==> config.mk <==
export PLATFORM = sky130hd
export DESIGN_NAME = pgtrack_prefetcher
export DESIGN_NICKNAME = d
export VERILOG_FILES = /design/src/rtl/pf_pkg.sv /design/src/rtl/pf_page_table.sv /design/src/rtl/pf_set_counters.sv /design/src/rtl/pf_burst_issuer.sv /design/src/rtl/pgtrack_prefetcher.sv
export SDC_FILE = /design/constraint.sdc
export NUM_CORES = 1
export LEC_CHECK = 0
export ABC_AREA = 0
export CORE_MARGIN = 1
export CORE_UTILIZATION = 55
export CTS_CLUSTER_SIZE = 24
export DETAILED_ROUTE_END_ITERATION = 8
export PLACE_DENSITY = 0.79
export SLEW_MARGIN = 0
export SYNTH_ARGS = -nofsm -noshare
export SYNTH_HDL_FRONTEND = slang
export SYNTH_SLANG_ARGS = --single-unit
==> constraint.sdc <==
create_clock -name clk -period 6.6 [get_ports clk]
set_input_delay 1.98 -clock clk [delete_from_list [all_inputs] [get_ports clk]]
set_output_delay 1.98 -clock clk [all_outputs]
set_load 0.01 [all_outputs]
==> src/rtl/pf_pkg.sv <==
// Shared codes and types for the page-tracking next-line prefetcher.
// Assumes: memory-type and access-kind encodings are fixed by the load pipeline.
package pf_pkg;
    localparam logic [2:0] MT_WRITEBACK = 3'b110;
    localparam logic [1:0] AK_LOAD      = 2'b00;
    localparam logic [1:0] AK_SWPF      = 2'b01;

    typedef enum logic [1:0] {
        BS_IDLE,
        BS_SCAN,
        BS_SEND
    } burst_state_e;
endpackage

==> src/rtl/pf_page_table.sv <==
// Fully associative table of recently touched physical pages with a
// written flag per entry and rank-based LRU replacement.
// Assumes: upd_en is already qualified (write-back, counted kind or store,
// no flush in the same cycle); flush wins over any update.
module pf_page_table #(
    parameter int PPN_W   = 28,
    parameter int ENTRIES = 4
) (
    input  logic               clk,
    input  logic               rst_n,
    input  logic               upd_en,
    input  logic               upd_store,
    input  logic [PPN_W-1:0]   upd_ppn,
    input  logic               flush,
    output logic               page_clean,
    output logic [ENTRIES-1:0] ent_valid,
    output logic [ENTRIES-1:0] ent_wr,
    output logic [PPN_W-1:0]   ent_ppn [ENTRIES]
);
    localparam int IDX_W = (ENTRIES > 1) ? $clog2(ENTRIES) : 1;

    logic [IDX_W-1:0]   rank [ENTRIES];
    logic [ENTRIES-1:0] hit_vec;
    logic               hit_any;
    logic               free_any;
    logic [IDX_W-1:0]   hit_idx;
    logic [IDX_W-1:0]   free_idx;
    logic [IDX_W-1:0]   lru_idx;
    logic [IDX_W-1:0]   tgt_idx;

    // Tag compare for each entry.
    for (genvar g = 0; g < ENTRIES; g++) begin : g_cmp
        assign hit_vec[g] = ent_valid[g] && (ent_ppn[g] == upd_ppn);
    end

    // Choose the entry an update lands in: hit, lowest free, else LRU.
    always_comb begin
        hit_any  = |hit_vec;
        free_any = ~&ent_valid;
        hit_idx  = '0;
        free_idx = '0;
        lru_idx  = '0;
        for (int i = ENTRIES - 1; i >= 0; i--) begin
            if (hit_vec[i])                           hit_idx  = IDX_W'(i);
            if (!ent_valid[i])                        free_idx = IDX_W'(i);
            if (rank[i] == IDX_W'(ENTRIES - 1))       lru_idx  = IDX_W'(i);
        end
        tgt_idx    = hit_any ? hit_idx : (free_any ? free_idx : lru_idx);
        page_clean = hit_any ? !ent_wr[hit_idx] : 1'b1;
    end

    // Entry contents: flush clears flags, an update writes the target entry.
    always_ff @(posedge clk) begin
        if (!rst_n) begin
            ent_valid <= '0;
            ent_wr    <= '0;
            for (int i = 0; i < ENTRIES; i++) ent_ppn[i] <= '0;
        end else if (flush) begin
            ent_valid <= '0;
            ent_wr    <= '0;
        end else if (upd_en) begin
            ent_valid[tgt_idx] <= 1'b1;
            ent_ppn[tgt_idx]   <= upd_ppn;
            ent_wr[tgt_idx]    <= (hit_any && ent_wr[tgt_idx]) || upd_store;
        end
    end

    // Recency ranks: touched entry becomes 0, younger ones age by one.
    always_ff @(posedge clk) begin
        if (!rst_n) begin
            for (int i = 0; i < ENTRIES; i++) rank[i] <= IDX_W'(i);
        end else if (upd_en && !flush) begin
            for (int i = 0; i < ENTRIES; i++) begin
                if (IDX_W'(i) == tgt_idx)         rank[i] <= '0;
                else if (rank[i] < rank[tgt_idx]) rank[i] <= rank[i] + 1'b1;
            end
        end
    end
endmodule

==> src/rtl/pf_set_counters.sv <==
// One small counter per cache set; the access that would bring a counter
// to its top value instead clears it and emits a one-cycle trigger.
// Assumes: bump is asserted only for counted accesses to clean pages.
module pf_set_counters #(
    parameter int SET_W = 6,
    parameter int CNT_W = 2
) (
    input  logic             clk,
    input  logic             rst_n,
    input  logic             bump,
    input  logic [SET_W-1:0] bump_set,
    output logic             trig,
    output logic [SET_W-1:0] trig_set
);
    localparam int SETS    = 1 << SET_W;
    localparam int CNT_TOP = (1 << CNT_W) - 1;

    logic [CNT_W-1:0] cnt [SETS];

    // Advance the addressed counter and raise the trigger on saturation.
    always_ff @(posedge clk) begin
        if (!rst_n) begin
            for (int i = 0; i < SETS; i++) cnt[i] <= '0;
            trig     <= 1'b0;
            trig_set <= '0;
        end else begin
            trig <= 1'b0;
            if (bump) begin
                if (cnt[bump_set] == CNT_W'(CNT_TOP - 1)) begin
                    cnt[bump_set] <= '0;
                    trig          <= 1'b1;
                    trig_set      <= bump_set;
                end else begin
                    cnt[bump_set] <= cnt[bump_set] + 1'b1;
                end
            end
        end
    end
endmodule

==> src/rtl/pf_burst_issuer.sv <==
// Snapshots the page table on a trigger and walks its entries in index
// order, offering one next-line request at a time on a valid/ready port.
// Assumes: triggers arriving while a walk is in progress may be lost;
// fence and fill-buffer state are judged in the cycle before raising valid.
module pf_burst_issuer #(
    parameter int PPN_W     = 28,
    parameter int SET_W     = 6,
    parameter int LINE_BITS = 6,
    parameter int ENTRIES   = 4,
    parameter int FB_W      = 4
) (
    input  logic               clk,
    input  logic               rst_n,
    input  logic               trig,
    input  logic [SET_W-1:0]   trig_set,
    input  logic [ENTRIES-1:0] ent_valid,
    input  logic [ENTRIES-1:0] ent_wr,
    input  logic [PPN_W-1:0]   ent_ppn [ENTRIES],
    input  logic               fence_busy,
    input  logic [FB_W-1:0]    fb_free,
    input  logic               pf_ready,
    output logic               pf_valid,
    output logic [PPN_W+SET_W+LINE_BITS-1:0] pf_addr
);
    import pf_pkg::*;

    localparam int IDX_W = (ENTRIES > 1) ? $clog2(ENTRIES) : 1;

    burst_state_e       st;
    logic [IDX_W-1:0]   ptr;
    logic [ENTRIES-1:0] go;
    logic [SET_W-1:0]   line;
    logic [PPN_W-1:0]   snap_ppn [ENTRIES];
    logic               launch;
    logic               step;
    logic               at_last;

    // Decide whether the current entry is sent, skipped, dropped or waits.
    always_comb begin
        at_last = (ptr == IDX_W'(ENTRIES - 1));
        launch  = (st == BS_SCAN) && go[ptr] && !fence_busy && (fb_free != '0);
        step    = ((st == BS_SCAN) && (!go[ptr] || (!fence_busy && fb_free == '0)))
               || ((st == BS_SEND) && pf_ready);
    end

    // Burst walk state, snapshot and request register.
    always_ff @(posedge clk) begin
        if (!rst_n) begin
            st      <= BS_IDLE;
            ptr     <= '0;
            go      <= '0;
            line    <= '0;
            pf_addr <= '0;
            for (int i = 0; i < ENTRIES; i++) snap_ppn[i] <= '0;
        end else begin
            if (st == BS_IDLE) begin
                if (trig) begin
                    for (int i = 0; i < ENTRIES; i++) snap_ppn[i] <= ent_ppn[i];
                    go   <= ent_valid & ~ent_wr & {ENTRIES{~&trig_set}};
                    line <= trig_set + 1'b1;
                    ptr  <= '0;
                    st   <= BS_SCAN;
                end
            end else if (launch) begin
                pf_addr <= {snap_ppn[ptr], line, {LINE_BITS{1'b0}}};
                st      <= BS_SEND;
            end else if (step) begin
                if (at_last) begin
                    st <= BS_IDLE;
                end else begin
                    ptr <= ptr + 1'b1;
                    st  <= BS_SCAN;
                end
            end
        end
    end

    assign pf_valid = (st == BS_SEND);
endmodule

==> src/rtl/pgtrack_prefetcher.sv <==
// Top of the page-tracking next-line prefetcher: qualifies each access,
// updates the page table and set counters, and drives the request port.
// Assumes: one access per cycle; byte offset within a line is irrelevant;
// a page is 2**PAGE_BITS bytes and holds exactly one line per set.
module pgtrack_prefetcher #(
    parameter int ADDR_W    = 40,
    parameter int PAGE_BITS = 12,
    parameter int LINE_BITS = 6,
    parameter int ENTRIES   = 4,
    parameter int CNT_W     = 2,
    parameter int FB_TOTAL  = 10
) (
    input  logic                             clk,
    input  logic                             rst_n,
    input  logic                             acc_valid,
    input  logic [ADDR_W-1:0]                acc_addr,
    input  logic [1:0]                       acc_kind,
    input  logic [2:0]                       acc_mtype,
    input  logic                             acc_store,
    input  logic                             fence_busy,
    input  logic [$clog2(FB_TOTAL+1)-1:0]    fb_free,
    input  logic                             tlb_flush,
    output logic                             pf_valid,
    output logic [ADDR_W-1:0]                pf_addr,
    input  logic                             pf_ready
);
    import pf_pkg::*;

    localparam int PPN_W = ADDR_W - PAGE_BITS;
    localparam int SET_W = PAGE_BITS - LINE_BITS;
    localparam int FB_W  = $clog2(FB_TOTAL + 1);

    logic [PPN_W-1:0]   acc_ppn;
    logic [SET_W-1:0]   acc_set;
    logic               tracked;
    logic               bump;
    logic               page_clean;
    logic               trig;
    logic [SET_W-1:0]   trig_set;
    logic [ENTRIES-1:0] ent_valid;
    logic [ENTRIES-1:0] ent_wr;
    logic [PPN_W-1:0]   ent_ppn [ENTRIES];
    logic               unused_line_offset;

    // Split the address and qualify the access.
    always_comb begin
        acc_ppn = acc_addr[ADDR_W-1:PAGE_BITS];
        acc_set = acc_addr[PAGE_BITS-1:LINE_BITS];
        tracked = acc_valid && !tlb_flush && (acc_mtype == MT_WRITEBACK)
               && (acc_store || acc_kind == AK_LOAD || acc_kind == AK_SWPF);
        bump    = tracked && !acc_store && page_clean;
    end

    assign unused_line_offset = ^acc_addr[LINE_BITS-1:0];

    pf_page_table #(
        .PPN_W   (PPN_W),
        .ENTRIES (ENTRIES)
    ) u_table (
        .clk        (clk),
        .rst_n      (rst_n),
        .upd_en     (tracked),
        .upd_store  (acc_store),
        .upd_ppn    (acc_ppn),
        .flush      (tlb_flush),
        .page_clean (page_clean),
        .ent_valid  (ent_valid),
        .ent_wr     (ent_wr),
        .ent_ppn    (ent_ppn)
    );

    pf_set_counters #(
        .SET_W (SET_W),
        .CNT_W (CNT_W)
    ) u_counters (
        .clk      (clk),
        .rst_n    (rst_n),
        .bump     (bump),
        .bump_set (acc_set),
        .trig     (trig),
        .trig_set (trig_set)
    );

    pf_burst_issuer #(
        .PPN_W     (PPN_W),
        .SET_W     (SET_W),
        .LINE_BITS (LINE_BITS),
        .ENTRIES   (ENTRIES),
        .FB_W      (FB_W)
    ) u_issuer (
        .clk        (clk),
        .rst_n      (rst_n),
        .trig       (trig),
        .trig_set   (trig_set),
        .ent_valid  (ent_valid),
        .ent_wr     (ent_wr),
        .ent_ppn    (ent_ppn),
        .fence_busy (fence_busy),
        .fb_free    (fb_free),
        .pf_ready   (pf_ready),
        .pf_valid   (pf_valid),
        .pf_addr    (pf_addr)
    );
endmodule

==> run metrics, run 1 <==
run status=finished clean; DPL Wire Length=31.3 mm; final core utilization=63.2%; initial antenna violation count=1; via count=14,062; sum of negative setup slack=0 ns; post-CTS sizing=0; vias in the first global route=~14,000; crit start category=primary input; Adder-Cell Fraction of Synth Area=less than 1%; initial drt markers=between 1,000 and 1,500; DP Worst Slack=around 0.55 ns; most common cell in the netlist=edfxtp_1; Routability Congestion=0.874; All-Layer GR Usage=26.0%; Synth Area in Simple Gates=a little under a fifth; drt total wl=a little under 50 mm; #FFs+latches synth=around 420; Cell Area, Placed=around 0.021 mm²; Post-DRT Antenna Nets=0; # fillers=2,775; Worst Max-Slew Pin Slew=roughly 1.1 ns; Synth top area share=a little under two fifths; multiplexer area fraction after synthesis=~7.4%; WL per Instance=approximately 21 µm; top cells by count, synth=edfxtp_1, nand2_1, dfxtp_1, and3_1, clkbuf_1; area of the die=0.0376 mm²; CTS tree=yes; minimum clock period=5.54 ns; Vias/cell=a little over 6; Post-CTS Hold Buffers=0; Placed Cells incl. Taps=approximately 2,200; Pwr Density=246 mW/mm²; Max Root-Sink Buffers=3; H-tree depth=2; Yosys Warn Count=0; core area=between 0.03 and 0.04 mm²; I/O Buffers=between 80 and 90; post-synthesis sequential area ratio=54.1%; Starting Density=56.4%; share of cells above drive strength 1=between 10 and 15%; Final #Nets=around 1,900; largest family of logic cells by synthesized area=simple AND/OR/NAND/NOR gates; grt ovf=0; compound-gate portion of the synthesized area=a little under a tenth; first-pass GRT wire length=around 76 mm; top cells by area, synth=edfxtp_1, dfxtp_1, nand2_1; cts bufs inserted=44; WP data required=6.89 ns; design area=0.0227 mm²; Final Hold Vio Count=0; Yosys cell types=67; CP peak stage delay=0.57 ns; P&R area growth vs syn=12.0%; DR pass1 iterations=5; count of pins over their slew limit=0; critical-path cell list=clkdlybuf4s50_1 -> xnor2_1 -> nand4_1 -> nor4_1 -> nand4_1 -> a21boi_1 -> mux2_4 -> a32oi_2 -> and2_1 -> o32ai_1 -> or4b_1; Main synth FF type=edfxtp_1; total clock sinks=423; CP max FO=10; final setup vio count=0; Rows=69; Layout Cells excl Fill=2,311; Hold/Removal Path Class=reg2reg; Worst-path clk slew=around 0.06 ns; Post-synth EDFFs=about 250; area leader, netlist=edfxtp_1; die height=a little under 200 µm; max cap viols=0; ys async rst share=0%; leakage=just under 8 nW; Mapped Area=0.0203 mm²; DRC errors left=0; Slew HR=roughly a quarter; data arrival time of the critical path=just under 6 ns; Post-CTS Setup Bufs=0; Synth Area in XOR/XNOR=under 10%; setup slack after layout=1.06 ns; Setup CP Type=in2reg; Mapped Cells=between 1,500 and 2,000; die width=194 µm; io pins=97; clk root buf=clkbuf_16; VDD IR-drop max=0.204 mV; period utilisation layout=roughly 84%; worst-skew pair later-pin latency=just under 0.6 ns; Critical-path top delay cell=or4b_1; largest net degree at the start of global routing=between 100 and 150; CP Capture Type=flop; clk_skew=0.0321 ns; Max Freq=about 180 MHz; synthesized area per cell=~11 µm²; most frequent CP cell=nand4_1; RSZ-0062 raised after global routing=no
critical path: cells and delay by family:
family	cells	cell delay [ns]
xor+xnor	1	0.44
simple gates	5	1.86
mux	1	0.34
compound gates	3	0.76
buf+inv	1	0.44
path summary, 6_finish.rpt:
path	from	to	slack [ns]	cells after the start
worst min-delay path	u_issuer.pf_addr[24]$_SDFFE_PN0P_	u_issuer.pf_addr[24]$_SDFFE_PN0P_	0.47	2
worst min register to register	u_issuer.pf_addr[24]$_SDFFE_PN0P_	u_issuer.pf_addr[24]$_SDFFE_PN0P_	0.47	2
worst max-delay path	acc_addr[12]	u_table.rank[1][1]$_SDFFCE_PN0P_	1.06	11
worst max register to register	u_table.ent_ppn[0]$_SDFFE_PN0P_	u_table.rank[1][1]$_SDFFCE_PN0P_	2.62	10
routing by layer:
layer | part of all wire [%] | vias to the layer above | routed length [µm] | global-route usage (%)
met5 | 0 | - | 0 | 0
met4 | 3.0 | 0 | 1470 | 8.76
met3 | 9.9 | 122 | 4810 | 7.22
met2 | 45 | 624 | 22100 | 40.2
met1 | 42 | 6848 | 20400 | 35.4
li1 | - | 6468 | - | -
registers in the layout, indices dropped and copies added, names as in the netlist:
signal               cells
u_counters.cnt         128
u_counters.trig          1
u_table.ent_wr           4
u_issuer.st              2
u_issuer.go              4
u_issuer.line            6
u_issuer.snap_ppn      112
u_issuer.pf_addr        34
u_table.ent_ppn        112
u_table.rank             8
u_counters.trig_set      6
u_table.ent_valid        4
u_issuer.ptr             2
report_power, final:
| group | internal [mW] | leakage, nW | switching (mW) |
|---|---|---|---|
| clock network | 1.37 | 0.683 | 1.03 |
| logic | 0.119 | 3.13 | 0.198 |
| registers | 2.84 | 3.96 | 0.0193 |
| total | 4.33 | 7.76 | 1.24 |
stage by stage:
stage,total power [mW],hold WS [ns]
2_1_floorplan,3.12,0.437
6_report,5.57,0.466
4_1_cts,5.61,0.469
5_1_grt,5.75,0.488
3_3_place_gp,3.22,0.448
3_5_place_dp,3.23,0.460
cell families (layout without fill, tap and decap cells):
family	after synthesis	count (layout)
buffers and inverters	175	226
muxes	108	108
adders and majority gates	9	9
DFF	423	423
AOI/OAI and AO/OA	268	268
xor gates and xnor gates	116	116
other	1	7
and+or+nand+nor	693	693
cells in the final DEF (no fill, tap or decap), types with 5 or more instances in the layout:
master and n:
a21boi_0 65, buf_4 44, nand3_1 17, nor3b_1 9, clkinv_2 9, nor2_4 61
dfxtp_1 174, inv_1 12, mux2_2 7, nor3_1 7, nor2b_1 69, nor4_1 18
conb_1 6, nor2_1 96, xor2_1 40, and2_1 13, and3_1 121, ha_1 7
a22oi_1 37, clkbuf_1 15, clkdlybuf4s50_1 82, o21ai_0 80, a221oi_1 11, a21oi_1 6
mux4_2 33, xnor2_1 74, o211a_1 5, nand4_1 35, nand2_1 216, a22o_1 36
mux2i_1 67, nand2b_1 7, edfxtp_1 248, clkbuf_16 46
area by class of cell:
| type | instances | area (µm²) | area share [%] |
|---|---|---|---|
| flip-flops and latches | 423 | 11000 | 48.3 |
| multi-input cells | 1200 | 8470 | 37.3 |
| clock buffers | 65 | 1260 | 5.57 |
| repair buffers | 131 | 1240 | 5.48 |
| well taps | 461 | 577 | 2.54 |
| clock inverters | 17 | 130 | 0.574 |
| inverters | 13 | 51.3 | 0.226 |
| diodes | 1 | 2.50 | 0.0110 |
Power figures use the tool's default switching activity.
==> inputs of run 2 (changes only) <==
==> constraint.sdc (replaced) <==
create_clock -name clk -period 5.25 [get_ports clk]
set_input_delay 1.575 -clock clk [delete_from_list [all_inputs] [get_ports clk]]
set_output_delay 1.575 -clock clk [all_outputs]
set_load 0.01 [all_outputs]
==> run metrics, run 2 (synthesized netlist as in run 1, its figures left out) <==
CP max FO=5 (was 10); Routability Congestion=0.918 (was 0.874); vias in the first global route=13,850 (was 13,748); FF-to-FF setup slack=1.81 ns (was 2.62 ns); total clock sinks=423 (unchanged); All-Layer GR Usage=26.1% (was 26.0%); final core utilization=64.7% (was 63.2%); CP peak stage delay=0.55 ns (was 0.57 ns); leakage=8.11 nW (was 7.76 nW); first-pass GRT wire length=77.0 mm (was 76.3 mm); area of the die=0.0376 mm² (unchanged); RSZ-0062 raised after global routing=no (unchanged); die width=194 µm (unchanged); Hold/Removal Path Class=reg2reg (unchanged); Final #Nets=1,949 (was 1,876); CP Capture Type=flop (unchanged); Post-DRT Antenna Nets=0 (unchanged); post-CTS sizing=0 (unchanged); period utilisation layout=about nine tenths; WP data required=5.53 ns (was 6.89 ns); crit start category=primary input (unchanged); drt total wl=49.3 mm (was 48.7 mm); initial drt markers=1,519 (was 1,497); Worst-path clk slew=0.06 ns (about the same); Post-CTS Setup Bufs=0 (unchanged); Final Hold Vio Count=0 (unchanged); design area=0.0232 mm² (was 0.0227 mm²); Crit path max-delay family=simple AND/OR/NAND/NOR gates (unchanged); DRC errors left=0 (unchanged); share of cells above drive strength 1=15.7% (was 12.5%); H-tree depth=2 (unchanged); Critical-path top delay cell=or4b_1 (unchanged); worst-skew pair later-pin latency=0.55 ns (was 0.58 ns); Pwr Density=297 mW/mm² (was 246 mW/mm²); Post-CTS Hold Buffers=0 (unchanged); via count=14,265 (was 14,062); DPL Wire Length=32.3 mm (was 31.3 mm); critical-path cell list=clkdlybuf4s50_1 -> buf_4 -> xnor2_1 -> nand4_1 -> nor4_1 -> nand4_1 -> a21boi_1 -> mux2_4 -> a32oi_2 -> and2_1 -> o32ai_1 -> or4b_1 (was clkdlybuf4s50_1 -> xnor2_1 -> nand4_1 -> nor4_1 -> nand4_1 -> a21boi_1 -> mux2_4 -> a32oi_2 -> and2_1 -> o32ai_1 -> or4b_1); data arrival time of the critical path=4.99 ns (was 5.83 ns); Starting Density=56.4% (unchanged); Max Freq=between 200 and 250 MHz; sum of negative setup slack=0 ns (unchanged); clk_skew=0.0109 ns (was 0.0321 ns); initial antenna violation count=3 (was 1); P&R area growth vs syn=14.7% (was 12.0%); die height=194 µm (unchanged); hold slack=0.463 ns (was 0.466 ns); max reg flops=128 (unchanged); cts bufs inserted=43 (was 44); run status=finished clean (unchanged); core area=0.0359 mm² (unchanged); Cell Area, Placed=0.0219 mm² (was 0.0213 mm²); largest net degree at the start of global routing=117 (was 128); Rows=69 (unchanged); worst path bufs/invs=2 (was 1); minimum clock period=between 4 and 5 ns; Largest Register=u_counters.cnt (unchanged); max cap viols=0 (unchanged); I/O Buffers=83 (unchanged); VDD IR-drop max=0.201 mV (was 0.204 mV); most frequent cells in the layout=edfxtp_1, nand2_1, dfxtp_1, and3_1, buf_4 (was edfxtp_1, nand2_1, dfxtp_1, and3_1, nor2_1); final setup vio count=0 (unchanged); Max Root-Sink Buffers=3 (unchanged); clk root buf=clkbuf_16 (unchanged); most frequent CP cell=nand4_1 (unchanged); DR pass1 iterations=8 (was 5); Worst Max-Slew Pin Slew=0.976 ns (was 1.10 ns); largest registers=u_counters.cnt (128), u_issuer.snap_ppn (112), u_table.ent_ppn (112) (unchanged); most common cell after layout, fill and taps aside=edfxtp_1 (unchanged); CTS tree=yes (unchanged); grt ovf=0 (unchanged); count of pins over their slew limit=0 (unchanged); WL per Instance=20.7 µm (was 21.1 µm); io pins=97 (unchanged); Setup CP Type=in2reg (unchanged); Vias/cell=5.99 (was 6.08); Slew HR=34.9% (was 26.6%)
==> run 2: cell count changes in the layout (fill, tap and decap cells not counted), sizes merged <==
cell and delta:
bufinv -1, diode +1, clkbuf +2, inv +2, buf +74, clkinv -8, clkinvlp -1
==> run 2: final cells by class <==
class	instances	area [µm²]
Inverter	13	51.3
Tap cell	461	577
Fill cell	2621	12700
Timing Repair Buffer	205	1890
Clock inverter	9	47.5
Multi-Input combinational cell	1200	8470
Sequential cell	423	11000
Antenna cell	2	5.00
Clock buffer	67	1250
==> run 2: worst paths after layout <==
| kind | to | cells after the start | from |
|---|---|---|---|
| worst max-delay path | u_table.rank[1][1]$_SDFFCE_PN0P_ | 12 | acc_addr[19] |
| worst min-delay path | u_issuer.pf_addr[19]$_SDFFE_PN0P_ | 2 | u_issuer.pf_addr[19]$_SDFFE_PN0P_ |
| worst max register to register | u_table.rank[2][1]$_SDFFCE_PN1P_ | 13 | u_table.ent_ppn[48]$_SDFFE_PN0P_ |
| worst min register to register | u_issuer.pf_addr[19]$_SDFFE_PN0P_ | 2 | u_issuer.pf_addr[19]$_SDFFE_PN0P_ |
==> run 2: worst register-to-register path: stages, from the launching register on <==
cell      delay (ns)
dfxtp_1         0.34
xnor2_1         0.38
nand4_1         0.21
nor4_1          0.25
nand4_1         0.23
a21boi_1        0.24
o21ai_2         0.21
buf_4           0.17
nand3_1         0.09
and2_1          0.23
buf_4           0.16
o21a_1          0.19
o311ai_0        0.28
buf_4           0.18
==> run 2: metal layers <==
metal	share of wire, %	wire [µm]	GRT usage (%)	up-vias
met1	41	20200	35.9	6886
li1	-	-	-	6604
met2	46	22900	41.2	676
met5	0.026	13	0	-
met4	2.8	1360	8.14	2
met3	9.7	4760	5.76	97
==> run 2: per-stage QoR <==
stage	setup slack [ns]	instances	power, mW
floorplan	0.473	1798	3.92
global placement	0.0500	2302	4.08
detailed placement	0.0401	2302	4.09
CTS	0.560	2378	6.92
global route	0.399	2378	7.09
finish	0.541	2380	6.90
==> run 2: power by group <==
group / internal, mW / total (mW) / switching, mW
Combinational: 0.179 / 0.438 / 0.259
Sequential: 3.57 / 3.59 / 0.0245
Clock: 1.63 / 2.86 / 1.24
